<file path="src/rtl/eee_lpi_pkg.sv">
package eee_lpi_pkg;

    typedef enum logic [1:0] {
        ST_ACTIVE = 2'd0,
        ST_LPI    = 2'd1,
        ST_WAKE   = 2'd2
    } lpi_state_e;

    localparam int EV_N        = 4;
    localparam int EV_TX_ENTER = 0;
    localparam int EV_TX_EXIT  = 1;
    localparam int EV_RX_ENTER = 2;
    localparam int EV_RX_EXIT  = 3;

    localparam int CTRL_EN     = 8;
    localparam int CTRL_AUTO   = 9;
    localparam int CTRL_PLS    = 10;
    localparam int STAT_TX_LPI = 16;
    localparam int STAT_RX_LPI = 17;

    localparam int TIMER_LS_LSB = 16;

    localparam logic ADDR_CTRL  = 1'b0;
    localparam logic ADDR_TIMER = 1'b1;

endpackage

</file>
<file path="src/rtl/eee_lpi_link_qual.sv">
module eee_lpi_link_qual #(
    parameter int LS_W = 11
) (
    input  logic            clk,
    input  logic            rst_n,
    input  logic            pls_i,
    input  logic            link_up_i,
    input  logic            tick_ms_i,
    input  logic [LS_W-1:0] limit_i,
    output logic [LS_W-1:0] cnt_o,
    output logic            ok_o
);
    typedef struct packed {
        logic [LS_W-1:0] cnt;
    } lq_state_t;

    lq_state_t st_d, st_q;
    logic      good;

    always_comb begin
        good = pls_i & link_up_i;
        st_d = st_q;
        if (!good) begin
            st_d.cnt = '0;
        end else if (tick_ms_i && (st_q.cnt < limit_i)) begin
            st_d.cnt = st_q.cnt + 1'b1;
        end
    end

    always_ff @(posedge clk or negedge rst_n) begin
        if (!rst_n) st_q <= '0;
        else        st_q <= st_d;
    end

    assign cnt_o = st_q.cnt;
    assign ok_o  = good && (st_q.cnt >= limit_i);
endmodule

</file>
<file path="src/rtl/eee_lpi_wake_timer.sv">
module eee_lpi_wake_timer #(
    parameter int TW_W = 16
) (
    input  logic            clk,
    input  logic            rst_n,
    input  logic            load_i,
    input  logic [TW_W-1:0] load_val_i,
    input  logic            tick_us_i,
    output logic            zero_o
);
    typedef struct packed {
        logic [TW_W-1:0] cnt;
    } wt_state_t;

    wt_state_t st_d, st_q;

    always_comb begin
        st_d = st_q;
        if (load_i) begin
            st_d.cnt = load_val_i;
        end else if (tick_us_i && (st_q.cnt != '0)) begin
            st_d.cnt = st_q.cnt - 1'b1;
        end
    end

    always_ff @(posedge clk or negedge rst_n) begin
        if (!rst_n) st_q <= '0;
        else        st_q <= st_d;
    end

    assign zero_o = (st_q.cnt == '0);
endmodule

</file>
<file path="src/rtl/eee_lpi_evt.sv">
module eee_lpi_evt #(
    parameter int N = 4
) (
    input  logic         clk,
    input  logic         rst_n,
    input  logic [N-1:0] set_i,
    input  logic         clr_i,
    output logic [N-1:0] flags_o,
    output logic         irq_o
);
    typedef struct packed {
        logic [N-1:0] flags;
    } ev_state_t;

    ev_state_t    st_d, st_q;
    logic [N-1:0] flag_nxt;

    for (genvar i = 0; i < N; i++) begin : g_flag
        // a new event wins over a clearing read in the same cycle
        assign flag_nxt[i] = set_i[i] | (st_q.flags[i] & ~clr_i);
    end

    always_comb begin
        st_d       = st_q;
        st_d.flags = flag_nxt;
    end

    always_ff @(posedge clk or negedge rst_n) begin
        if (!rst_n) st_q <= '0;
        else        st_q <= st_d;
    end

    assign flags_o = st_q.flags;
    assign irq_o   = |st_q.flags;
endmodule

</file>
<file path="src/rtl/eee_lpi_tx_ctrl.sv">
module eee_lpi_tx_ctrl
    import eee_lpi_pkg::*;
#(
    parameter int TW_W = 16,
    parameter int LS_W = 11
) (
    input  logic        clk,
    input  logic        rst_n,
    input  logic        reg_addr,
    input  logic        reg_wr_en,
    input  logic        reg_rd_en,
    input  logic [31:0] reg_wdata,
    output logic [31:0] reg_rdata,
    input  logic        link_up_i,
    input  logic        tx_idle_i,
    input  logic        tx_req_i,
    input  logic        rx_lpi_i,
    input  logic        tick_ms_i,
    input  logic        tick_us_i,
    output logic        lpi_assert_o,
    output logic        tx_hold_o,
    output logic        irq_o
);
    localparam int LS_MSB = TIMER_LS_LSB + LS_W - 1;

    typedef struct packed {
        lpi_state_e      st;
        logic            en;
        logic            autom;
        logic            pls;
        logic [TW_W-1:0] tw;
        logic [LS_W-1:0] ls;
        logic            idle_q;
        logic            rx_q;
    } ctl_state_t;

    ctl_state_t      cur_q, nxt_d;
    logic [EV_N-1:0] ev_set;
    logic [EV_N-1:0] ev_flags;
    logic            ev_clr;
    logic            wake_load;
    logic            wake_zero;
    logic            link_ok;
    logic            enter_ok;
    logic            leave_req;
    logic [LS_W-1:0] ls_cnt_w;
    logic            pls_w;
    logic            unused_wbits;

    assign unused_wbits = ^reg_wdata;
    assign pls_w        = cur_q.pls;
    assign ev_clr       = reg_rd_en && (reg_addr == ADDR_CTRL);

    eee_lpi_link_qual #(.LS_W(LS_W)) u_link (
        .clk       (clk),
        .rst_n     (rst_n),
        .pls_i     (cur_q.pls),
        .link_up_i (link_up_i),
        .tick_ms_i (tick_ms_i),
        .limit_i   (cur_q.ls),
        .cnt_o     (ls_cnt_w),
        .ok_o      (link_ok)
    );

    eee_lpi_wake_timer #(.TW_W(TW_W)) u_wake (
        .clk        (clk),
        .rst_n      (rst_n),
        .load_i     (wake_load),
        .load_val_i (cur_q.tw),
        .tick_us_i  (tick_us_i),
        .zero_o     (wake_zero)
    );

    eee_lpi_evt #(.N(EV_N)) u_evt (
        .clk     (clk),
        .rst_n   (rst_n),
        .set_i   (ev_set),
        .clr_i   (ev_clr),
        .flags_o (ev_flags),
        .irq_o   (irq_o)
    );

    always_comb begin
        nxt_d     = cur_q;
        ev_set    = '0;
        wake_load = 1'b0;

        if (reg_wr_en) begin
            if (reg_addr == ADDR_CTRL) begin
                nxt_d.en    = reg_wdata[CTRL_EN];
                nxt_d.autom = reg_wdata[CTRL_AUTO];
                nxt_d.pls   = reg_wdata[CTRL_PLS];
            end else begin
                nxt_d.tw = reg_wdata[TW_W-1:0];
                nxt_d.ls = reg_wdata[LS_MSB:TIMER_LS_LSB];
            end
        end

        nxt_d.idle_q = tx_idle_i;
        nxt_d.rx_q   = rx_lpi_i;
        ev_set[EV_RX_ENTER] = rx_lpi_i & ~cur_q.rx_q;
        ev_set[EV_RX_EXIT]  = ~rx_lpi_i & cur_q.rx_q;

        enter_ok  = cur_q.en & cur_q.autom & link_ok &
                    tx_idle_i & cur_q.idle_q & ~tx_req_i;
        leave_req = tx_req_i | ~cur_q.en | ~cur_q.autom | ~link_ok;

        case (cur_q.st)
            ST_ACTIVE: begin
                if (enter_ok) begin
                    nxt_d.st            = ST_LPI;
                    ev_set[EV_TX_ENTER] = 1'b1;
                end
            end
            ST_LPI: begin
                if (leave_req) begin
                    nxt_d.st           = ST_WAKE;
                    wake_load          = 1'b1;
                    ev_set[EV_TX_EXIT] = 1'b1;
                end
            end
            ST_WAKE: begin
                if (wake_zero) nxt_d.st = ST_ACTIVE;
            end
            default: nxt_d.st = ST_ACTIVE;
        endcase
    end

    always_ff @(posedge clk or negedge rst_n) begin
        if (!rst_n) begin
            cur_q    <= '0;
            cur_q.st <= ST_ACTIVE;
        end else begin
            cur_q <= nxt_d;
        end
    end

    always_comb begin
        reg_rdata = '0;
        if (reg_addr == ADDR_CTRL) begin
            reg_rdata[EV_N-1:0]   = ev_flags;
            reg_rdata[CTRL_EN]    = cur_q.en;
            reg_rdata[CTRL_AUTO]  = cur_q.autom;
            reg_rdata[CTRL_PLS]   = cur_q.pls;
            reg_rdata[STAT_TX_LPI] = (cur_q.st == ST_LPI);
            reg_rdata[STAT_RX_LPI] = cur_q.rx_q;
        end else begin
            reg_rdata[TW_W-1:0]           = cur_q.tw;
            reg_rdata[LS_MSB:TIMER_LS_LSB] = cur_q.ls;
        end
    end

    assign lpi_assert_o = (cur_q.st == ST_LPI);
    assign tx_hold_o    = (cur_q.st != ST_ACTIVE);
endmodule

</file>
<file path="config.mk">
export PLATFORM = sky130hd
export DESIGN_NAME = eee_lpi_tx_ctrl
export DESIGN_NICKNAME = d
export VERILOG_FILES = /design/src/rtl/eee_lpi_pkg.sv /design/src/rtl/eee_lpi_link_qual.sv /design/src/rtl/eee_lpi_wake_timer.sv /design/src/rtl/eee_lpi_evt.sv /design/src/rtl/eee_lpi_tx_ctrl.sv
export SDC_FILE = /design/constraint.sdc
export NUM_CORES = 1
export LEC_CHECK = 0
export ABC_AREA = 1
export CAP_MARGIN = 20
export CORE_MARGIN = 3
export CORE_UTILIZATION = 55
export DETAILED_ROUTE_END_ITERATION = 7
export GPL_ROUTABILITY_DRIVEN = 0
export PLACE_DENSITY = 0.84
export SLEW_MARGIN = 30
export SYNTH_ARGS = -nofsm -noshare
export SYNTH_HDL_FRONTEND = slang
export SYNTH_HIERARCHICAL = 1
export SYNTH_SLANG_ARGS = --single-unit
export TNS_END_PERCENT = 100
</file>
<file path="constraint.sdc">
create_clock -name clk -period 3.7 [get_ports clk]
set_input_delay 0.37 -clock clk [delete_from_list [all_inputs] [get_ports clk]]
set_output_delay 0.37 -clock clk [all_outputs]
set_load 0.03 [all_outputs]
</file>
## After elaboration in Yosys (flattened, before gate mapping)

Index checks and enable logic that the tools add are counted.

- Register bits: 65
- Word-level logic and storage cells: 79

- Add/subtract/negate cells: 2
- Magnitude comparators: 2
- Equal/unequal tests: 6
- Mux-type cells: 18
- Bitwise operators: 27
- Reduce and logical (&&, ||, !) cells: 13

Operators with widths:

| operator | count |
|---|---|
| two-way mux 16 bit | 2 |
| two-way mux 11 bit | 2 |
| logical NOT 16 bit | 1 |
| nonzero test 16 bit | 1 |
| subtractor 16 x 1 -> 16 bit, second input constant | 1 |
| bitwise AND 1 bit | 12 |
| adder 11 x 1 -> 11 bit, second input constant | 1 |
| greater-or-equal comparator 11 bit | 1 |
| less-than comparator 11 bit | 1 |
| two-way mux 9 bit | 1 |
| two-way mux 2 bit | 4 |
| two-way mux 4 bit | 2 |
| inverter 1 bit | 8 |
| OR 1 bit | 7 |
| case mux 2 bit (3 select lines) | 1 |
| two-way mux 5 bit | 1 |
| logical AND 1 bit | 4 |
| two-way mux 1 bit | 4 |
| != test 2 x 1 -> 1 bit, second input constant | 2 |
| != test 2 bit, second input constant | 2 |
| AND reduction 2 bit | 2 |
| nonzero test 2 bit | 2 |
| OR reduction 4 bit | 1 |
| two-way mux 3 bit | 1 |
| other kinds (4) | 4 |

## Longest topological paths before layout

- Depth in word-level cells: 9
- Mapped depth: 21

## By module

The synthesis kept the hierarchy.

By module, submodules not included:

| module | instances | cells an instance | area an instance (um^2) |
|---|---|---|---|
| eee_lpi_tx_ctrl | 1 | 232 | 1,700.4 |
| eee_lpi_wake_timer | 1 | 183 | 1,255.0 |
| eee_lpi_link_qual | 1 | 160 | 1,063.5 |
| eee_lpi_evt | 1 | 20 | 160.2 |

## Worst setup path before layout

Ideal clock, no wire load.

- Kind: reg-to-reg
- From: register u_link.st_q (netlist bit u_link/cnt_o[6])
- To: register u_wake/st_q[14] in the netlist's numbering
- Setup time: 0.119 ns
- Arrival time: 2.343 ns
- Required time: 3.581 ns
- Path slack: 1.238 ns
- Cell stages (with the launch flop): 20
- Path buffers: 1
- Clock period less this slack: 2.462 ns
- Cells stage by stage: dfrtp_1 -> ha_1 -> nand2_1 -> inv_1 -> nand2_1 -> nand2_1 -> nand2_1 -> nand2_1 -> nor2_2 -> a21oi_1 -> inv_1 -> nor2_1 -> nand2_1 -> nand2_1 -> inv_1 -> inv_2 -> buf_2 -> or2_2 -> nand3_2 -> nand2_1

- Longest elaborated chain between the ends: 7
- Elaborated cells between the ends (all ways): 8

Ends and longest elaborated chain:

| what | RTL line | source |
|---|---|---|
| start: declaration | eee_lpi_link_qual.sv:17 | `lq_state_t st_d, st_q;` |
| start signal: assignment | eee_lpi_link_qual.sv:32 | `else st_q <= st_d;` |
| greater-or-equal comparator 11 bit * | eee_lpi_link_qual.sv:36 | `assign ok_o = good && (st_q.cnt >= limit_i);` |
| logical AND 1 bit * | eee_lpi_link_qual.sv:36 |  |
| net link_ok | eee_lpi_tx_ctrl.sv:43 | `logic link_ok;` |
| inverter 1 bit * | eee_lpi_tx_ctrl.sv:106 | `leave_req = tx_req_i \| ~cur_q.en \| ~cur_q.autom \| ~link_ok;` |
| OR 1 bit * | eee_lpi_tx_ctrl.sv:106 |  |
| two-way mux 1 bit * (2 in series) | n/a |  |
| net ev_set[1] | eee_lpi_tx_ctrl.sv:38 | `logic [EV_N-1:0] ev_set;` |
| two-way mux 16 bit / nonzero test 2 bit (equally long branches) | n/a |  |
| end signal: assignment | eee_lpi_wake_timer.sv:28 | `else st_q <= st_d;` |
| end: declaration | eee_lpi_wake_timer.sv:15 | `wt_state_t st_d, st_q;` |

The timed path passes the listed nets; every way through them passes the cells marked *.
A chain may end at the register's enable or synchronous reset.

## Worst setup path in the final report

- From: register u_link.st_q (netlist bit u_link/cnt_o[6])
- To: register u_wake/st_q[9] in the netlist's numbering

The elaborated chain is that of the path after synthesis.

==> run_results.csv <==
group,metric,value,unit
synth,synth_top_area_share,38.9,%
min_path,hold_class,"input port to asynchronous set/reset pin",
status,status,"finished clean",
timing,rsz0062_at_grt,"no",
timing,hold_violations,0,
die,die_height,93.2,um
synth,yosysTopAreaCell,"dfrtp_1",
setup_path,critPathSlowestCell,"dfrtp_1",
power_and_ir_drop,p_per_area,423,nW/um^2
synth,synth_area,4180,sq um
clocking,ctsHoldBuffers,0,
setup_path,worstPathArrival,3.10,ns
cells_and_area,nets,710,
drt,routed_via_density,5.18,
synth,syn_inst,595,
cells_and_area,layout_common_cells,"nand2_1, inv_1, nand3_1, dfrtp_1, clkdlybuf4s50_1",
placement,dp_hpwl,7270,um
die,ios,78,
timing,fin_skew,0.0132,ns
cells_and_area,area_delta_synth_final,19.9,%
setup_path,cp-end-kind,"register",
die,rows,31,
global_route,grtUsageTotal,24.9,%
cells_and_area,final_cells,758,
drt,drt_iter0_markers,211,
cells_and_area,nFillCells,607,
clocking,cts_made_buffers,9,
setup_path,critPathMaxFanout,24,
clocking,cts_buffer_depth,2,
power_and_ir_drop,peakVddDrop,0.000196,V
timing,worst_pin_slew,0.647,ns
timing,setup_viol,0,
timing,setup_tns,0,ns
clocking,cts_resized,0,
synth,syn_area_per_cell,7.02,sq um
timing,max_freq,355,MHz
drt,drtAntennaViolNets,0,
global_route,grt_max_degree,57,
power_and_ir_drop,finalPower,2120,uW
timing,maxSlewViolCount,0,
cells_and_area,multi_input_area,2070,sq um
timing,timing.slew.headroom,56.8,%
clocking,cts_setup_buffers,0,
drt,dr_total_vias,3928,
global_route,grt_pass1_wl,17200,um
clocking,worstSkewPairLatency,0.35,ns
cells_and_area,drive_gt1_share,9.56,%
cells_and_area,design_area,5010,sq um
synth,ys_seq_area_share,38.9,%
placement,place_area,4820,sq um
cells_and_area,seqCellArea,1630,sq um
setup_path,path_cells,"ha_1 > nand2_1 > nor2_1 > nand2_1 > a21oi_1 > nor2_2 > a21oi_1 > inv_1 > nor2_1 > nand2_1 > nand2_1 > inv_1 > inv_2 > nand3_1 > inv_2 > nand2_1 > nand3_1",
placement,place_inst,741,
global_route,grt-ovfl-total,0,
die,initial_core_util,57.0,%
cells_and_area,final_common_cell,"nand2_1",
synth,synth.area.top_cells,"dfrtp_1, nand2_1, nand3_1",
setup_path,worst_path_most_repeated_cell,"nand2_1",
job,maxCapViolCount,0,
clocking,clk_pin_slew,0.08,ns
clocking,cts_sinks,65,
drt,drt-pass1-iter-count,5,
clocking,htree_num_levels,3,
setup_path,start_kind,"register",
clocking,clockRootBuffer,"clkbuf_8",
global_route,grt_pass1_vias,3761,
placement,port_buffers,67,
timing,min_period_over_period,76.2,%
synth,ys_seq_elements,65,
synth,ys_warn_count,6,
power_and_ir_drop,leakage,0.00268,uW
drt,wl_per_cell,13.2,um
setup_path,max_stage_delay,0.47,ns
drt,wl,10000,um
cells_and_area,diodes,0,
setup_path,cp.required,3.98,ns
global_route,antenna_found_initial,0,
die,die_x,93.2,um
cells_and_area,final_util,68.4,%
timing,period_needed,2.82,ns
setup_path,crit_type,"register to register",
synth,synth.lib_cells_used.distinct,34,
clocking,cts_tree,"built",
drt,drc_errors,0,
die,dieArea,8680,sq um
die,core-area,7330,sq um
## path summary, 6_finish.rpt
check / startpoint / endpoint / slack (ns) / cells after the start
worst max-delay path: u_link/cnt_o[6] / u_wake/st_q[9] / 0.88 / 17
worst min-delay path: rst_n / cur_q[28] / 0.04 / 1
worst max register to register: u_link/cnt_o[6] / u_wake/st_q[9] / 0.88 / 17
worst min register to register: cur_q[27] / cur_q[27] / 0.50 / 2
max in group asynchronous: rst_n / cur_q[31] / 2.98 / 2
min in group clk: reg_addr / cur_q[8] / 0.43 / 3
## synth_stat cells
cell      count
nand3_4       1
nor4_2        1
nand3_1      65
or2_1         1
nor2_2        8
a21oi_2       2
or2_2         4
buf_6         4
dfrtp_1      65
a31oi_1       1
o21ai_1       1
nand4_2       1
nand2_2       7
xor2_1        9
xnor2_1       1
conb_1        1
o21bai_1      1
nor2_4        3
inv_2         5
nand2_1     216
o21ai_0      11
clkbuf_1      4
nand2_4       2
nand3_2       4
inv_4         1
ha_1         13
nor2_1       45
a21oi_1       8
nand3b_1      1
o21ai_2       3
buf_2         7
buf_4        12
nand4_1      11
inv_1        76
## worst max-delay path, delay by kind of cell (launching register included)
family	cells	cell delay, ns
DFF	1	0.47
adders and majority gates	1	0.34
AOI/OAI and AO/OA	2	0.33
buffers and inverters	4	0.60
and+or+nand+nor	10	1.00
## routing by layer
layer,part of all wire (%),vias to the layer above,track usage [%]
li1,-,1945,-
met1,42,1839,31.3
met2,51,127,43.4
met3,5.5,17,4.18
met4,1.4,0,8.55
met5,0,-,0
## power by group
part	internal [uW]	switching (uW)	leakage, uW	total [uW]
Combinational	254	405	0.00178	659
Sequential	812	110	0.000821	922
Clock	244	296	0.0000785	540
## sequential cells by signal, summed over array words and instances, names as in the netlist
signal	count
cur_q	33
pls_w	1
u_evt/flags_o	4
u_link/cnt_o	11
u_wake/st_q	16
## cells by family (layout without fill, tap and decap cells)
kind of cell | after synthesis | count (layout) | share of synthesized area, %
compound gates | 27 | 27 | 3.77
xor+xnor | 10 | 10 | 2.10
fa+ha+maj | 13 | 13 | 3.89
buf+inv | 109 | 169 | 11.9
flops | 65 | 65 | 38.9
other cells | 1 | 5 | 0.0897
simple gates | 370 | 370 | 39.4
## per-stage QoR
stage          hold slack, ns  worst slack (ns)
6_report               0.0396             0.879
3_3_place_gp            0.482             0.988
2_1_floorplan          0.0744              1.24
4_1_cts                0.0647             0.887
3_5_place_dp            0.442             0.904
5_1_grt                0.0953             0.441
## final cells by class
cell class	instances	share of cell area, %
clock buffer	10	2.55
clock inverter	6	0.899
inverter	82	6.19
multi-input combinational	425	41.3
sequential	65	32.5
tap	99	2.47
timing repair buffer	71	14.1
Power figures use the tool's default switching activity.
